--- config.mk ---
export PLATFORM = sky130hd
export DESIGN_NAME = shost_csr
export DESIGN_NICKNAME = d
export VERILOG_FILES = /design/src/rtl/shost_pkg.sv /design/src/rtl/shost_ctrl_regs.sv /design/src/rtl/shost_irst_seq.sv /design/src/rtl/shost_status.sv /design/src/rtl/shost_csr.sv
export SDC_FILE = /design/constraint.sdc
export NUM_CORES = 1
export LEC_CHECK = 0
export BUFFER_PORTS_ARGS = -buffer_cell sky130_fd_sc_hd__buf_4
export CAP_MARGIN = 30
export CORE_UTILIZATION = 32
export CTS_CLUSTER_DIAMETER = 30
export DETAILED_ROUTE_END_ITERATION = 12
export PLACE_DENSITY = 0.83
export SYNTH_ARGS = -nofsm -noshare
export SYNTH_HDL_FRONTEND = slang
export SYNTH_SLANG_ARGS = --single-unit
--- constraint.sdc ---
create_clock -name clk -period 1.3 [get_ports clk]
set_input_delay 0.065 -clock clk [delete_from_list [all_inputs] [get_ports clk]]
set_output_delay 0.065 -clock clk [all_outputs]
set_load 0.01 [all_outputs]
--- src/rtl/shost_pkg.sv ---
// Shared constants and types for the serial host control/status register.
// Assumes a fixed three-bit control field at the bottom of the word.
package shost_pkg;
    localparam int CTRL_W  = 3;
    localparam int EN_POS  = 0;
    localparam int I2C_POS = 1;
    localparam int MS_POS  = 2;

    typedef struct packed {
        logic master;
        logic i2c;
        logic en;
    } ctrl_t;

    // Extract the control field from a write word.
    function automatic ctrl_t ctrl_from_word(input logic [CTRL_W-1:0] w);
        ctrl_t c;
        c.en     = w[EN_POS];
        c.i2c    = w[I2C_POS];
        c.master = w[MS_POS];
        return c;
    endfunction
endpackage

--- src/rtl/shost_ctrl_regs.sv ---
// Control bit storage and sticky protocol-error flag.
// Assumes the write strobe is a single-cycle qualified pulse; software reset
// outranks a write in the same cycle. The error flag ignores individual reset.
module shost_ctrl_regs
    import shost_pkg::*;
(
    input  logic              clk,
    input  logic              rst_n,
    input  logic              sw_rst_i,
    input  logic              wr_en_i,
    input  logic [CTRL_W-1:0] wr_ctrl_i,
    input  logic              busy_i,
    output ctrl_t             ctrl_o,
    output logic              perr_o
);
    ctrl_t ctrl_q;
    logic  perr_q;
    logic  bad_disable;

    // Flag a disable that lands while a master transfer is still busy.
    always_comb begin
        bad_disable = wr_en_i && !wr_ctrl_i[EN_POS] && ctrl_q.en && ctrl_q.master && busy_i;
    end

    // Control bits: cleared by either reset, otherwise loaded by a write.
    always_ff @(posedge clk) begin
        if (!rst_n || sw_rst_i) begin
            ctrl_q <= '0;
        end else if (wr_en_i) begin
            ctrl_q <= ctrl_from_word(wr_ctrl_i);
        end
    end

    // Error flag: sticky until a hardware or software reset.
    always_ff @(posedge clk) begin
        if (!rst_n || sw_rst_i) begin
            perr_q <= 1'b0;
        end else if (bad_disable) begin
            perr_q <= 1'b1;
        end
    end

    assign ctrl_o = ctrl_q;
    assign perr_o = perr_q;
endmodule

--- src/rtl/shost_irst_seq.sv ---
// Individual reset sequencer: delays the inverse of the enable bit by one
// clock and derives the pin controls from it. Assumes enable is registered.
module shost_irst_seq (
    input  logic clk,
    input  logic rst_n,
    input  logic sw_rst_i,
    input  logic en_i,
    output logic irst_o,
    output logic inhibit_o,
    output logic oe_o
);
    logic irst_q;

    // One-cycle delayed individual reset; held active by either reset.
    always_ff @(posedge clk) begin
        if (!rst_n || sw_rst_i) begin
            irst_q <= 1'b1;
        end else begin
            irst_q <= !en_i;
        end
    end

    // Pin control decode from the individual reset state.
    always_comb begin
        inhibit_o = irst_q;
        oe_o      = !irst_q;
    end

    assign irst_o = irst_q;
endmodule

--- src/rtl/shost_status.sv ---
// Sticky event flags fed by pulses from the transfer engine.
// Assumes a clear request (individual reset or stop) outranks a set.
module shost_status #(
    parameter int STAT_W = 4
) (
    input  logic              clk,
    input  logic              rst_n,
    input  logic              sw_rst_i,
    input  logic              clr_i,
    input  logic [STAT_W-1:0] set_i,
    output logic [STAT_W-1:0] flags_o
);
    logic [STAT_W-1:0] flag_q;

    for (genvar k = 0; k < STAT_W; k++) begin : g_flag
        // One sticky bit per event line.
        always_ff @(posedge clk) begin
            if (!rst_n || sw_rst_i || clr_i) begin
                flag_q[k] <= 1'b0;
            end else if (set_i[k]) begin
                flag_q[k] <= 1'b1;
            end
        end
    end

    assign flags_o = flag_q;
endmodule

--- src/rtl/shost_csr.sv ---
// Serial host control/status register top. Holds the control bits, runs the
// individual reset sequence, keeps the sticky status and builds the read word.
// Assumes DATA_W is wide enough for every field (checked at elaboration).
module shost_csr
    import shost_pkg::*;
#(
    parameter int DATA_W = 24,
    parameter int STAT_W = 4
) (
    input  logic              clk,
    input  logic              rst_n,
    input  logic              sw_rst_i,
    input  logic              stop_i,
    input  logic              wr_en_i,
    input  logic [DATA_W-1:0] wr_data_i,
    output logic [DATA_W-1:0] rd_data_o,
    input  logic              busy_i,
    input  logic [STAT_W-1:0] stat_set_i,
    output logic              ctl_en_o,
    output logic              ctl_i2c_o,
    output logic              ctl_master_o,
    output logic              indiv_rst_o,
    output logic              in_inhibit_o,
    output logic              pin_oe_o
);
    localparam int FLAG_LSB = 8;
    localparam int BUSY_POS = FLAG_LSB + STAT_W;
    localparam int PERR_POS = BUSY_POS + 1;

    if (PERR_POS >= DATA_W) begin : g_width_err
        $error("shost_csr: DATA_W too small for the status fields");
    end

    ctrl_t             ctrl;
    logic              perr;
    logic              irst;
    logic [STAT_W-1:0] flags;

    shost_ctrl_regs u_ctrl (
        .clk       (clk),
        .rst_n     (rst_n),
        .sw_rst_i  (sw_rst_i),
        .wr_en_i   (wr_en_i),
        .wr_ctrl_i (wr_data_i[CTRL_W-1:0]),
        .busy_i    (busy_i),
        .ctrl_o    (ctrl),
        .perr_o    (perr)
    );

    shost_irst_seq u_irst (
        .clk       (clk),
        .rst_n     (rst_n),
        .sw_rst_i  (sw_rst_i),
        .en_i      (ctrl.en),
        .irst_o    (irst),
        .inhibit_o (in_inhibit_o),
        .oe_o      (pin_oe_o)
    );

    shost_status #(.STAT_W(STAT_W)) u_stat (
        .clk      (clk),
        .rst_n    (rst_n),
        .sw_rst_i (sw_rst_i),
        .clr_i    (irst || stop_i),
        .set_i    (stat_set_i),
        .flags_o  (flags)
    );

    // Read word assembly; unused positions stay zero.
    always_comb begin
        rd_data_o                             = '0;
        rd_data_o[EN_POS]                     = ctrl.en;
        rd_data_o[I2C_POS]                    = ctrl.i2c;
        rd_data_o[MS_POS]                     = ctrl.master;
        rd_data_o[FLAG_LSB +: STAT_W]         = flags;
        rd_data_o[BUSY_POS]                   = busy_i && !irst;
        rd_data_o[PERR_POS]                   = perr;
    end

    assign ctl_en_o     = ctrl.en;
    assign ctl_i2c_o    = ctrl.i2c;
    assign ctl_master_o = ctrl.master;
    assign indiv_rst_o  = irst;
endmodule

Word-level counts from Yosys, hierarchy flattened:

Cells that the tools add are included.
Widths: inputs -> output; s select.

* reduce and logical (&&, ||, !) cells: 12

Operator list (count)
* $logic_and 1x1->1: 5
* $logic_not 1->1: 4
* $logic_or 1x1->1: 3

* register bits: 9
* bits of input ports: 34
* output and inout bits: 30
* logic and storage cells: 21

Logic depth before layout (Yosys ltp):

* depth after elaboration: 5
* mapped depth: 2
* mapped depth without buffers: 2

Hierarchy:

From an unflattened synthesis, not the netlist that was laid out.

* cells, all modules: 50
* area total of the unflattened synthesis: 483.0 µm²

Modules (own cells, without submodules)
* shost_csr: times used 1, cells each 22, area an instance 161.4 µm², seq. area each 0.0 µm²
* shost_ctrl_regs: times used 1, cells each 15, area an instance 153.9 µm², seq. area each 80.1 µm²
* shost_status: times used 1, cells each 9, area an instance 128.9 µm², seq. area each 80.1 µm²
* shost_irst_seq: times used 1, cells each 4, area an instance 38.8 µm², seq. area each 20.0 µm²

Least setup slack after synthesis:

OpenSTA, ideal clock, no wires.

* kind: register to register
* start point: register u_irst.irst_q (netlist: u_irst.inhibit_o)
* end point: register u_stat.flag_q[0] (netlist: u_stat.flags_o[0])
* setup time: 0.058 ns
* arrival: 0.784 ns
* data required time: 1.242 ns
* setup slack: 0.458 ns
* cell stages (with the launch flop): 3
* path buffers: 0
* period minus slack after synthesis: 0.842 ns
* cell sequence: dfxtp_1 > nor4b_4 > o21a_1

* word-level cells in the longest chain between the ends: 2

Ends and longest elaborated chain
* start, declared: RTL line shost_irst_seq.sv:12 `logic irst_q;`
* start signal, assigned: RTL line shost_irst_seq.sv:19 `irst_q <= !en_i;`
* $logic_or 1x1->1: RTL line shost_csr.sv:64 `.clr_i (irst || stop_i),`
* $logic_or 1x1->1: RTL line shost_status.sv:18 `if (!rst_n || sw_rst_i || clr_i) begin`
* end signal, assigned by index: RTL line shost_status.sv:19 `flag_q[k] <= 1'b0;`
* end signal, assigned by index: RTL line shost_status.sv:21 `flag_q[k] <= 1'b1;`
* end, declared: RTL line shost_status.sv:13 `logic [STAT_W-1:0] flag_q;`

Every way passes these cells.
A chain may end at the register's enable or synchronous reset.

Worst setup path after layout:

* start point: register u_irst.irst_q (netlist: u_irst.inhibit_o)
* end point: output rd_data_o[12]

* word-level cells in the longest chain between the ends: 2

Ends and longest elaborated chain
* $logic_not 1->1: RTL line shost_csr.sv:76 `rd_data_o[BUSY_POS] = busy_i && !irst;`
* $logic_and 1x1->1: RTL line shost_csr.sv:76
* end, declared: RTL line shost_csr.sv:16 `output logic [DATA_W-1:0] rd_data_o,`

Every way passes these cells.

==> flow_summary.json <==
{
  "status": "finished, final reports clean",
  "maxCapViolations": 0,
  "synth_seq_cells": 9,
  "clock-sinks": 9,
  "cp-start-kind": "register",
  "gp_congestion": 0.750,
  "cts_tree": "yes",
  "syn_to_final_growth_pct": 38.2,
  "setup_viol": 0,
  "cts.clk_slew.worst_paths_ns": 0.06,
  "p_int_mw": 0.443,
  "synth_adder_area_share_pct": 0,
  "die_w_um": 40.4,
  "gr-usage-all-layers_pct": 11.2,
  "coreArea_um2": 1330,
  "clock.fmax_mhz": 1020,
  "wl_per_cell_um": 8.43,
  "initial_utilization_pct": 35.4,
  "whs_path_depth": 2,
  "avgSynthCellArea_um2": 9.83,
  "clockPowerShare_pct": 36.3,
  "portBuffers": 27,
  "reg2reg_from": "u_irst.inhibit_o",
  "fin_skew_ns": 0.00170,
  "drt_iter0_drc": 0,
  "period_minus_slack_ns": 0.977,
  "p_sw_share_pct": 23.7,
  "hold_slack_ns": 0.0226,
  "ys_types": 13,
  "yosysSeqAreaShare_pct": 38.2,
  "regToRegSetupSlack_ns": 0.39,
  "fillCellCount": 141,
  "synth_top_family_by_area": "buffers and inverters",
  "setup-tns-final_ns": 0,
  "ant_nets": 0,
  "synth_xor_xnor_area_share_pct": 0,
  "yosysTopAreaCellShare_pct": 38.2,
  "fin_crit_sh_pct": 75.2,
  "routed_wl_um": 767,
  "netlist_area_um2": 472,
  "synth_compound_area_share_pct": 7.69,
  "drc_errors": 0,
  "clock_path_buffers": 2,
  "critical_path_class": "register to output pin",
  "ios": 64,
  "slew_viol_final": 0,
  "nNetsFinal": 111,
  "p_sw_mw": 0.138,
  "seq_power_share_pct": 48.7,
  "yosysWarnings": 0,
  "vdd_ir_drop_max_mv": 0.595,
  "rr_worst_depth": 2,
  "synthSimpleGateAreaFrac_pct": 13.5,
  "vias": 359,
  "comb_power_share_pct": 15.0,
  "r2r_end": "u_stat.flags_o[0]",
  "critPathMaxFanout": 5,
  "htreeDepth": 1,
  "cellPowerDensity_nw_per_um2": 891,
  "antenna_found_initial": 0,
  "synth_top_area_cell": "dfxtp_1",
  "numCtsBuffers": 3,
  "grt_overflow": 0,
  "required_ns": 1.24,
  "syn_inst": 48,
  "drive_gt1_share_pct": 40.8,
  "diodes": 0,
  "crit_path_end": "rd_data_o[12]",
  "min_path_type": "input port to register",
  "dr.pass1.iters": 1,
  "via_per_inst": 3.95,
  "grt_max_degree": 6,
  "grt_pass1_wl_um": 1150,
  "worstPathArrival_ns": 0.91,
  "cts-root-buf": "clkbuf_4",
  "die_y_um": 40.4,
  "grt_pass1_vias": 314,
  "dieArea_um2": 1630,
  "post_cts_resized": 0,
  "clkLatencyLatePin_ns": 0.25,
  "end_kind": "output pin",
  "num_rows": 13,
  "place_hpwl_um": 657,
  "leakagePower_nw": 0.340,
  "synthMuxAreaShare_pct": 6.37,
  "finalHoldViolCount": 0,
  "ys_top_cells_by_area": "dfxtp_1, buf_4, mux2i_1, o21a_1, nor4b_4",
  "rsz0062_at_grt": "no",
  "setup.worst_path.start": "u_irst.inhibit_o"
}
critical path, cell delays in order (launching register included):
cell     delay [ns]
dfxtp_1        0.44
nor2b_1        0.07
buf_4          0.14
state kept, by name, summed over array words and instances (netlist names):
name              cells
u_ctrl.perr_o         1
u_ctrl.ctrl_o         3
u_stat.flags_o        4
u_irst.inhibit_o      1
layout make-up:
cell class / count / area (um2) / area share, %
tap: 15 / 18.8 / 2.88
inverter: 2 / 7.51 / 1.15
timing repair buffer: 30 / 233 / 35.7
clock buffer: 4 / 26.3 / 4.03
multi-input combinational: 31 / 186 / 28.6
sequential: 9 / 180 / 27.6
metrics by stage:
step / util [%] / power, mW / cell area (um2) / setup slack (ns) / instances
global route: 48.9 / 0.625 / 652 / 0.250 / 91
global placement: 44.7 / 0.368 / 596 / 0.425 / 84
finish: 48.9 / 0.581 / 652 / 0.323 / 91
CTS: 47.4 / 0.583 / 632 / 0.305 / 89
detailed placement: 44.7 / 0.369 / 596 / 0.379 / 84
floorplan: - / 0.361 / 524 / 0.458 / 62
worst min-delay path by stage:
stage / from / end
6_report: stat_set_i[0] / u_stat.flags_o[0]
5_1_grt: stat_set_i[0] / u_stat.flags_o[0]
4_1_cts: stat_set_i[1] / u_stat.flags_o[1]
3_5_place_dp: stat_set_i[1] / u_stat.flags_o[1]
3_3_place_gp: stat_set_i[1] / u_stat.flags_o[1]
2_1_floorplan: rst_n / u_irst.inhibit_o
metal layers:
metal  vias to the layer above  global-route usage, %  share of wire (%)
met1                       150                   10.1                 37
li1                        176                      -                  -
met5                         -                      0                  0
met3                         2                   3.89                 12
met2                        31                   19.4                 50
met4                         0                   10.0               0.78
repair_timing:
action                    CTS  global route
hold buffers                1             2
setup buffers               0             0
hold endpoints to repair    1             2
synth_stat cells:
cell type  instances
nor2_1             3
inv_1              2
nand4b_1           1
nor4b_4            1
o21a_1             4
nand3b_1           1
nand2b_1           1
conb_1             1
nor2b_1            1
mux2i_1            3
buf_4             20
dfxtp_1            9
o22ai_1            1
cells by family after synthesis:
logic type             count (synthesis)
DFF                                    9
muxes                                  3
buffers and inverters                 22
other                                  1
and+or+nand+nor                        8
AOI/OAI and AO/OA                      5
power groups by stage:
stage | registers (mW) | logic (mW) | clock network (mW)
final | 0.283 | 0.0868 | 0.211
after global routing | 0.283 | 0.0973 | 0.244
after CTS | 0.283 | 0.0821 | 0.218
after detailed placement | 0.289 | 0.0797 | 0
after global placement | 0.289 | 0.0788 | 0
after floorplan | 0.290 | 0.0711 | 0
cell usage in the layout (no fill, tap or decap):
cell | Yosys | final
buf_4 | 20 | 27
clkbuf_1 | 0 | 1
clkbuf_4 | 0 | 3
conb_1 | 1 | 15
dfxtp_1 | 9 | 9
dlygate4sd3_1 | 0 | 3
inv_1 | 2 | 2
mux2i_1 | 3 | 3
nand2b_1 | 1 | 1
nand3b_1 | 1 | 1
nand4b_1 | 1 | 1
nor2_1 | 3 | 3
nor2b_1 | 1 | 1
nor4b_4 | 1 | 1
o21a_1 | 4 | 4
o22ai_1 | 1 | 1
(Power assumes the default switching activity.)
